===== config.mk =====
export PLATFORM = sky130hd
export DESIGN_NAME = mem_wb_bridge
export DESIGN_NICKNAME = d
export VERILOG_FILES = /design/src/rtl/mem_wb_pkg.sv /design/src/rtl/mem_wb_lane_map.sv /design/src/rtl/mem_wb_rd_align.sv /design/src/rtl/mem_wb_bridge.sv
export SDC_FILE = /design/constraint.sdc
export NUM_CORES = 1
export LEC_CHECK = 0
export BUFFER_PORTS_ARGS = -buffer_cell sky130_fd_sc_hd__buf_4
export CORE_MARGIN = 3
export CORE_UTILIZATION = 49
export CTS_CLUSTER_SIZE = 12
export DETAILED_ROUTE_END_ITERATION = 10
export PLACE_DENSITY = 0.87
export SYNTH_ARGS = -nofsm -noshare
export SYNTH_HDL_FRONTEND = slang
export SYNTH_SLANG_ARGS = --single-unit

===== constraint.sdc =====
create_clock -name clk -period 1.98 [get_ports clk]
set_clock_uncertainty 0.2 [all_clocks]
set_input_delay 0 -clock clk [delete_from_list [all_inputs] [get_ports clk]]
set_output_delay 0 -clock clk [all_outputs]
set_load 0.02 [all_outputs]

===== src/rtl/mem_wb_pkg.sv =====
package mem_wb_pkg;

    typedef enum logic {
        ST_IDLE = 1'b0,
        ST_BUS  = 1'b1
    } bus_state_e;

endpackage


===== src/rtl/mem_wb_lane_map.sv =====
module mem_wb_lane_map #(
    parameter int DATA_W = 32,
    localparam int LANES  = DATA_W / 8,
    localparam int OFF_W  = $clog2(LANES),
    localparam int CNT_W  = OFF_W + 1,
    localparam int SIZE_W = $clog2(DATA_W) + 1
) (
    input  logic [SIZE_W-1:0] size_bits,
    input  logic [OFF_W-1:0]  addr_lo,
    input  logic [DATA_W-1:0] wdata,
    output logic [LANES-1:0]  sel,
    output logic [DATA_W-1:0] wdata_rep,
    output logic [OFF_W-1:0]  lane_off,
    output logic [CNT_W-1:0]  lane_cnt
);

    logic [SIZE_W-1:0] nbytes_raw;
    logic              size_ok;
    logic [OFF_W-1:0]  lane_mask;
    logic [LANES-1:0]  sel_base;

    // width decode: power-of-two byte counts up to the bus width are legal
    always_comb begin
        nbytes_raw = size_bits >> 3;
        size_ok    = (size_bits[2:0] == 3'b000)
                  && (nbytes_raw != '0)
                  && ((nbytes_raw & (nbytes_raw - 1'b1)) == '0)
                  && (nbytes_raw <= SIZE_W'(LANES));
        lane_cnt   = size_ok ? nbytes_raw[CNT_W-1:0] : CNT_W'(LANES);
        lane_mask  = OFF_W'(lane_cnt - 1'b1);
        lane_off   = addr_lo & ~lane_mask;
    end

    for (genvar i = 0; i < LANES; i++) begin : g_lane
        logic [OFF_W-1:0] src_lane;
        always_comb begin
            sel_base[i] = (CNT_W'(i) < lane_cnt);
            src_lane    = OFF_W'(i) & lane_mask;
            wdata_rep[i*8 +: 8] = wdata[{src_lane, 3'b000} +: 8];
        end
    end

    assign sel = sel_base << lane_off;

endmodule


===== src/rtl/mem_wb_rd_align.sv =====
module mem_wb_rd_align #(
    parameter int DATA_W = 32,
    localparam int LANES = DATA_W / 8,
    localparam int OFF_W = $clog2(LANES),
    localparam int CNT_W = OFF_W + 1
) (
    input  logic [DATA_W-1:0] bus_data,
    input  logic [OFF_W-1:0]  lane_off,
    input  logic [CNT_W-1:0]  lane_cnt,
    output logic [DATA_W-1:0] rdata
);

    logic [DATA_W-1:0] shifted;

    assign shifted = bus_data >> {lane_off, 3'b000};

    for (genvar i = 0; i < LANES; i++) begin : g_keep
        assign rdata[i*8 +: 8] = (CNT_W'(i) < lane_cnt) ? shifted[i*8 +: 8] : 8'h00;
    end

endmodule


===== src/rtl/mem_wb_bridge.sv =====
module mem_wb_bridge
    import mem_wb_pkg::*;
#(
    parameter int ADDR_W = 32,
    parameter int DATA_W = 32,
    localparam int LANES  = DATA_W / 8,
    localparam int OFF_W  = $clog2(LANES),
    localparam int CNT_W  = OFF_W + 1,
    localparam int SIZE_W = $clog2(DATA_W) + 1
) (
    input  logic              clk,
    input  logic              rst_n,
    input  logic [ADDR_W-1:0] req_addr,
    input  logic [DATA_W-1:0] req_wdata,
    input  logic [SIZE_W-1:0] req_size,
    input  logic              req_wr,
    input  logic              req_rd,
    output logic              rsp_rdy,
    output logic [DATA_W-1:0] rsp_rdata,
    output logic              wb_cyc_o,
    output logic              wb_stb_o,
    output logic              wb_we_o,
    output logic [ADDR_W-1:0] wb_adr_o,
    output logic [DATA_W-1:0] wb_dat_o,
    output logic [LANES-1:0]  wb_sel_o,
    input  logic [DATA_W-1:0] wb_dat_i,
    input  logic              wb_ack_i
);

    typedef struct packed {
        bus_state_e        st;
        logic              cyc;
        logic              we;
        logic [ADDR_W-1:0] adr;
        logic [DATA_W-1:0] dat;
        logic [LANES-1:0]  sel;
        logic [OFF_W-1:0]  off;
        logic [CNT_W-1:0]  cnt;
        logic              rdy;
        logic [DATA_W-1:0] rdata;
    } bridge_regs_t;

    bridge_regs_t r_d, r_q;

    logic [LANES-1:0]  map_sel;
    logic [DATA_W-1:0] map_wdata;
    logic [OFF_W-1:0]  map_off;
    logic [CNT_W-1:0]  map_cnt;
    logic [DATA_W-1:0] rd_aligned;

    mem_wb_lane_map #(.DATA_W(DATA_W)) u_lane_map (
        .size_bits (req_size),
        .addr_lo   (req_addr[OFF_W-1:0]),
        .wdata     (req_wdata),
        .sel       (map_sel),
        .wdata_rep (map_wdata),
        .lane_off  (map_off),
        .lane_cnt  (map_cnt)
    );

    mem_wb_rd_align #(.DATA_W(DATA_W)) u_rd_align (
        .bus_data (wb_dat_i),
        .lane_off (r_q.off),
        .lane_cnt (r_q.cnt),
        .rdata    (rd_aligned)
    );

    always_comb begin
        r_d     = r_q;
        r_d.rdy = 1'b0;
        unique case (r_q.st)
            ST_IDLE: begin
                if (req_wr || req_rd) begin
                    r_d.st  = ST_BUS;
                    r_d.cyc = 1'b1;
                    r_d.we  = req_wr;
                    r_d.adr = {req_addr[ADDR_W-1:OFF_W], {OFF_W{1'b0}}};
                    r_d.dat = map_wdata;
                    r_d.sel = map_sel;
                    r_d.off = map_off;
                    r_d.cnt = map_cnt;
                end
            end
            ST_BUS: begin
                if (wb_ack_i) begin
                    r_d.st    = ST_IDLE;
                    r_d.cyc   = 1'b0;
                    r_d.rdy   = 1'b1;
                    r_d.rdata = rd_aligned;
                end
            end
            default: r_d.st = ST_IDLE;
        endcase
    end

    always_ff @(posedge clk) begin
        if (!rst_n) begin
            r_q    <= '0;
            r_q.st <= ST_IDLE;
        end else begin
            r_q <= r_d;
        end
    end

    assign wb_cyc_o  = r_q.cyc;
    assign wb_stb_o  = r_q.cyc;
    assign wb_we_o   = r_q.we && r_q.cyc;
    assign wb_adr_o  = r_q.adr;
    assign wb_dat_o  = r_q.dat;
    assign wb_sel_o  = r_q.sel;
    assign rsp_rdy   = r_q.rdy;
    assign rsp_rdata = r_q.rdata;

endmodule


==> results.json, run 1 <==
{
  "finalHoldViolations": 0,
  "ys_top_cells_by_area": "dfxtp_1, buf_4, nand2_1",
  "fp.dieH_um": 110.5,
  "maxCapViolCount": 0,
  "cp-start-kind": "register",
  "yosys.area_share.simple_pct": 16.34,
  "min_period_ns": 2.050,
  "gp_congestion": 0.8531,
  "grt_pass1_wl_mm": 29.66,
  "wl_per_cell_um": 19.87,
  "crit_chain": "buf_12 > buf_4 > mux2i_1 > dlygate4sd3_1 > o21ai_0 > a22o_1",
  "grt_start_max_net_pins": 61,
  "hpwl_mm": 10.71,
  "synth_commonest_cells": "nand2_1, dfxtp_1, buf_4",
  "setup_tns_ns": -0.1174,
  "nNetsFinal": 979,
  "synth_ff_type": "dfxtp_1",
  "max-clock-path-buffers": 2,
  "cts_tree": "yes",
  "cp.required_ns": 2.05,
  "via_per_inst": 5.616,
  "syn-instance-count": 644,
  "finish.utilization_pct": 75.83,
  "port_buffers": 208,
  "power.switching_mw": 1.496,
  "drive_gt1_share_pct": 30.10,
  "synth-compound-area-share_pct": 22.06,
  "crit_type": "register to register",
  "cts_buffers": 9,
  "die_x_um": 110.5,
  "drt_iter0_markers": 590,
  "finalSetupViolations": 2,
  "synth_most_common_cell": "nand2_1",
  "max_stage_delay_ns": 0.60,
  "worst_pin_slew_ns": 0.7855,
  "antenna_cells": 0,
  "path_clk_slew_ns": 0.11,
  "synth_fa_ha_area_share_pct": 0,
  "cp_data_arrival_time_ns": 2.12,
  "route.detailed.drc": 0,
  "cts_root_buffer": "clkbuf_8",
  "clock_sinks": 107,
  "switching_share_pct": 28.44,
  "core.rowCount": 37,
  "synth_edf_count": 0,
  "wirelength_mm": 20.13,
  "min_path_type": "input port to register",
  "ys_ff_latch": 107,
  "die_area_um2": 12220,
  "synth_mux_area_share_pct": 3.576,
  "synth_top_area_share_pct": 40.01,
  "seq_area_frac_synth_pct": 40.01,
  "synth_area_um2": 5354,
  "antenna_left": 0,
  "maxSlewViolCount": 0,
  "relSlewSlack_pct": 47.53,
  "crit_fanout": 14,
  "syn-mean-instance-area_um2": 8.313,
  "initial_core_util_pct": 51.17,
  "grt_pass1_vias": 5663,
  "max_clock_freq_mhz": 487.7,
  "grt_antenna_before_repair": 0,
  "vias": 5689,
  "io_pins": 211,
  "synth_top_area_cell": "dfxtp_1",
  "synth_top_family_by_area": "compound AO/OA/AOI/OAI gates",
  "area_delta_synth_final_pct": 48.19,
  "ys_types": 41,
  "cp_slowest_cell": "dlygate4sd3_1",
  "period_share_pct": 103.6,
  "seq_power_share_pct": 45.2,
  "ys_warn_count": 0,
  "fp.coreArea_um2": 10460,
  "final.setup.worst_slack_ns": -0.07039,
  "htree_levels": 3,
  "powerDensity_nw_per_um2": 662.9,
  "first_pass_iters": 6,
  "leakage_nw": 3.515,
  "overflow": 0,
  "cp_top_family": "buffers and inverters",
  "p_int_mw": 3.764,
  "synth_xor_area_share_pct": 0,
  "power_mw": 5.259,
  "pwr-share-comb_pct": 24.3,
  "synthArstFlopShare_pct": 0,
  "critPathBufInv": 3,
  "grtUsageTotal_pct": 29.37,
  "endpoint_kind": "register",
  "clk_latency_ns": 0.37,
  "violations": "negative setup slack",
  "pwr-share-clk_pct": 30.5,
  "status": "finished with violations",
  "irDropWorstVdd_v": 0.0004044
}
==> cells in the final DEF, fill, tap and decap left out, types with 3 or more instances in the layout <==
cell type / Yosys / layout
buf_12: 0 / 3
a22o_1: 16 / 16
a21boi_0: 39 / 39
o21ai_0: 52 / 52
a32o_1: 8 / 8
a21oi_1: 10 / 10
dlygate4sd3_1: 0 / 125
nand2_1: 161 / 161
a211o_1: 8 / 8
a41oi_2: 3 / 3
mux2i_1: 18 / 17
buf_4: 103 / 226
dfxtp_1: 107 / 105
a41oi_1: 4 / 4
nand3_1: 7 / 7
bufinv_16: 0 / 3
a31oi_1: 17 / 17
clkbuf_8: 0 / 9
nor2_1: 6 / 4
nand2b_1: 9 / 9
nor2b_1: 12 / 12
==> per-layer routing <==
metal  track usage, %  up-vias  wire (µm)
met5                0        -          0
met4            12.97        0        716
met3            5.644       81       1757
met2            53.03      431      10300
met1            33.40     2637       7353
li1                 -     2540          -
==> worst paths after layout <==
check | start | end | slack [ns] | cells past startpoint
max | r_q[36] | rsp_rdata[10] | -0.07 | 6
min | req_size[4] | r_q[34] | 0.05 | 5
max reg2reg | r_q[36] | rsp_rdata[10] | -0.07 | 6
min reg2reg | wb_dat_o[7] | wb_dat_o[7] | 0.27 | 2
==> state kept, by name, summed over array words and instances (netlist names) <==
name	cells
r_q	7
rsp_rdata	32
rsp_rdy	1
wb_adr_o	30
wb_cyc_o	1
wb_dat_o	32
wb_sel_o	4
==> logic make-up (layout without fill, tap and decap cells) <==
family	Yosys count	after routing
AND/OR/NAND/NOR	204	204
AO/OA/AOI/OAI	169	170
buffers and inverters	144	375
flip-flops	107	107
multiplexers	19	19
other	1	2
==> what timing repair did <==
action,4_1_cts,5_1_grt
hold endpoints to repair,104,2
hold buffers,126,1
endpoints found under the setup margin,0,20
buffers inserted,0,10
resized for setup,0,7
==> worst reg2reg max path, cell delays in order, from the launching register on <==
cell,delay [ns]
dfxtp_4,0.37
buf_12,0.14
buf_4,0.12
mux2i_1,0.17
dlygate4sd3_1,0.61
o21ai_0,0.11
a22o_1,0.24
==> cell type report <==
type / instances / area [µm²]
repair buffers: 357 / 3073
multi-input cells: 395 / 2295
well taps: 136 / 170.2
clock inverters: 6 / 113.9
clock buffers: 10 / 127.6
flip-flops and latches: 107 / 2147
inverters: 2 / 7.507
fillers: 674 / 2529
==> stage by stage <==
step	cell area (µm²)	hold slack [ns]	worst slack (ns)	std cells
floorplan	5358	-0.07431	0.2065	645
global placement	6286	0.03227	0.2672	859
detailed placement	6286	0.03368	0.2323	859
CTS	7789	0.02948	0.007429	1001
global route	7934	0.08792	-0.07800	1013
finish	7934	0.05187	-0.07039	1013
==> power by group through the flow <==
stage	clock network, mW	registers, mW	logic, mW
finish	1.60	2.38	1.28
detailed placement	0	2.42	0.986
CTS	1.61	2.37	1.20
global route	1.71	2.39	1.35
global placement	0	2.41	0.964
floorplan	0	2.39	0.672
(Power assumes the default switching activity.)
==> run 2: changes to the inputs <==
--- a/config.mk
+++ b/config.mk
@@ -11,6 +11,7 @@
 export CTS_CLUSTER_SIZE = 12
 export DETAILED_ROUTE_END_ITERATION = 10
 export PLACE_DENSITY = 0.87
+export RECOVER_POWER = 25
 export SYNTH_ARGS = -nofsm -noshare
 export SYNTH_HDL_FRONTEND = slang
 export SYNTH_SLANG_ARGS = --single-unit
==> results.json, run 2 (synthesized netlist as in run 1, its figures left out) <==
{
  "cts_root_buffer": "clkbuf_8",
  "leakage_nw": 3.311,
  "gp_congestion": 0.8531,
  "clk_latency_ns": 0.37,
  "die_x_um": 110.5,
  "cts_tree": "yes",
  "irDropWorstVdd_v": 0.0004044,
  "min_path_type": "input port to register",
  "clock_sinks": 107,
  "power_mw": 5.207,
  "final_cell_mix": "buf_4, nand2_1, dlygate4sd3_1",
  "hp-start": "req_size[4]",
  "cts_buffers": 9,
  "dr_wl_met2_mm": 10.22,
  "route.detailed.drc": 0,
  "wl_met1_mm": 7.435,
  "crit_start": "r_q[36]",
  "maxSlewViolCount": 0,
  "grtUsageTotal_pct": 29.37,
  "initial_core_util_pct": 51.17,
  "htree_levels": 3,
  "io_pins": 211,
  "first_pass_iters": 6,
  "antenna_left": 0,
  "violations": "negative setup slack",
  "finalSetupViolations": 2,
  "grt_start_max_net_pins": 61,
  "hpwl_mm": 10.71,
  "crit_fanout": 14,
  "maxCapViolCount": 0,
  "max_clock_freq_mhz": 486.4,
  "place_ws_ns": 0.2323,
  "cp.required_ns": 2.05,
  "wl_met3_mm": 1.760,
  "final.setup.worst_slack_ns": -0.07585,
  "powerDensity_nw_per_um2": 672.1,
  "wl_per_cell_um": 19.92,
  "status": "finished with violations",
  "layout.cells.non_filler": 1013,
  "finalHoldViolations": 0,
  "grt_pass1_vias": 5663,
  "drive_gt1_share_pct": 24.40,
  "worst_pin_slew_ns": 0.7487,
  "grt_pass1_wl_mm": 29.66,
  "path_clk_slew_ns": 0.10,
  "layout_commonest_cell": "buf_4",
  "fp.dieH_um": 110.5,
  "area_delta_synth_final_pct": 44.68,
  "antenna_cells": 0,
  "max-clock-path-buffers": 2,
  "nNetsFinal": 979,
  "core.rowCount": 37,
  "period_share_pct": 103.8,
  "endpoint_kind": "register",
  "vias": 5681,
  "dp_cells": 859,
  "relSlewSlack_pct": 49.99,
  "cp_data_arrival_time_ns": 2.12,
  "topRoutingLayerUsed": "met4",
  "overflow": 0,
  "timing.rr.start": "r_q[36]",
  "min_period_ns": 2.056,
  "grt_antenna_before_repair": 0,
  "cp-start-kind": "register",
  "die_area_um2": 12220,
  "port_buffers": 208,
  "fp.coreArea_um2": 10460,
  "drt_iter0_markers": 659,
  "crit_type": "register to register",
  "via_per_inst": 5.608,
  "wirelength_mm": 20.18
}
==> run 2: cell types whose count changed in the layout (fill, tap and decap cells not counted) <==
cell / before / now
clkbuf_1: 1 / 51
buf_4: 226 / 176
==> run 2: metrics by stage <==
stage | instance area, µm² | utilization (%) | TNS, ns | hold slack (ns)
finish | 7746 | 74.04 | -0.1013 | 0.05382
global placement | 6286 | 60.08 | 0 | 0.03227
global route | 7746 | 74.04 | -0.1222 | 0.08792
detailed placement | 6286 | 60.08 | 0 | 0.03368
CTS | 7789 | 74.44 | 0 | 0.02948
floorplan | 5358 | - | 0 | -0.07431
==> run 2: critical path: stages, from the launching register on <==
cell and delay, ns:
dfxtp_4 0.37, buf_12 0.14, buf_4 0.12, mux2i_1 0.17, dlygate4sd3_1 0.61, o21ai_0 0.11, a22o_1 0.24
==> run 2: where the power goes <==
group | switching (mW) | internal [mW]
registers | 0.0917 | 2.28
clock network | 0.762 | 0.843
logic | 0.642 | 0.583
==> run 2: per-layer routing <==
layer,GRT usage (%),up-vias
met4,12.97,0
met3,5.644,80
li1,-,2539
met2,53.03,440
met5,0,-
met1,33.40,2622
==> run 2: timing repair <==
action	4_1_cts	5_1_grt
endpoints found under the setup margin	0	20
hold endpoints to repair	104	2
hold buffers	126	1
buffers inserted	0	10
gates resized for setup	0	7
==> run 2: cell type report <==
class	instances	area (µm²)
Clock inverter	6	113.9
Tap cell	136	170.2
Inverter	2	7.507
Clock buffer	10	127.6
Fill cell	744	2716
Timing Repair Buffer	357	2885
Multi-Input combinational cell	395	2295
Sequential cell	107	2147
==> run 2: path summary, 6_finish.rpt <==
kind / slack [ns] / endpoint / depth (start not counted)
max: -0.08 / rsp_rdata[10] / 6
min: 0.05 / r_q[34] / 5
max reg2reg: -0.08 / rsp_rdata[10] / 6
min reg2reg: 0.27 / wb_dat_o[7] / 2
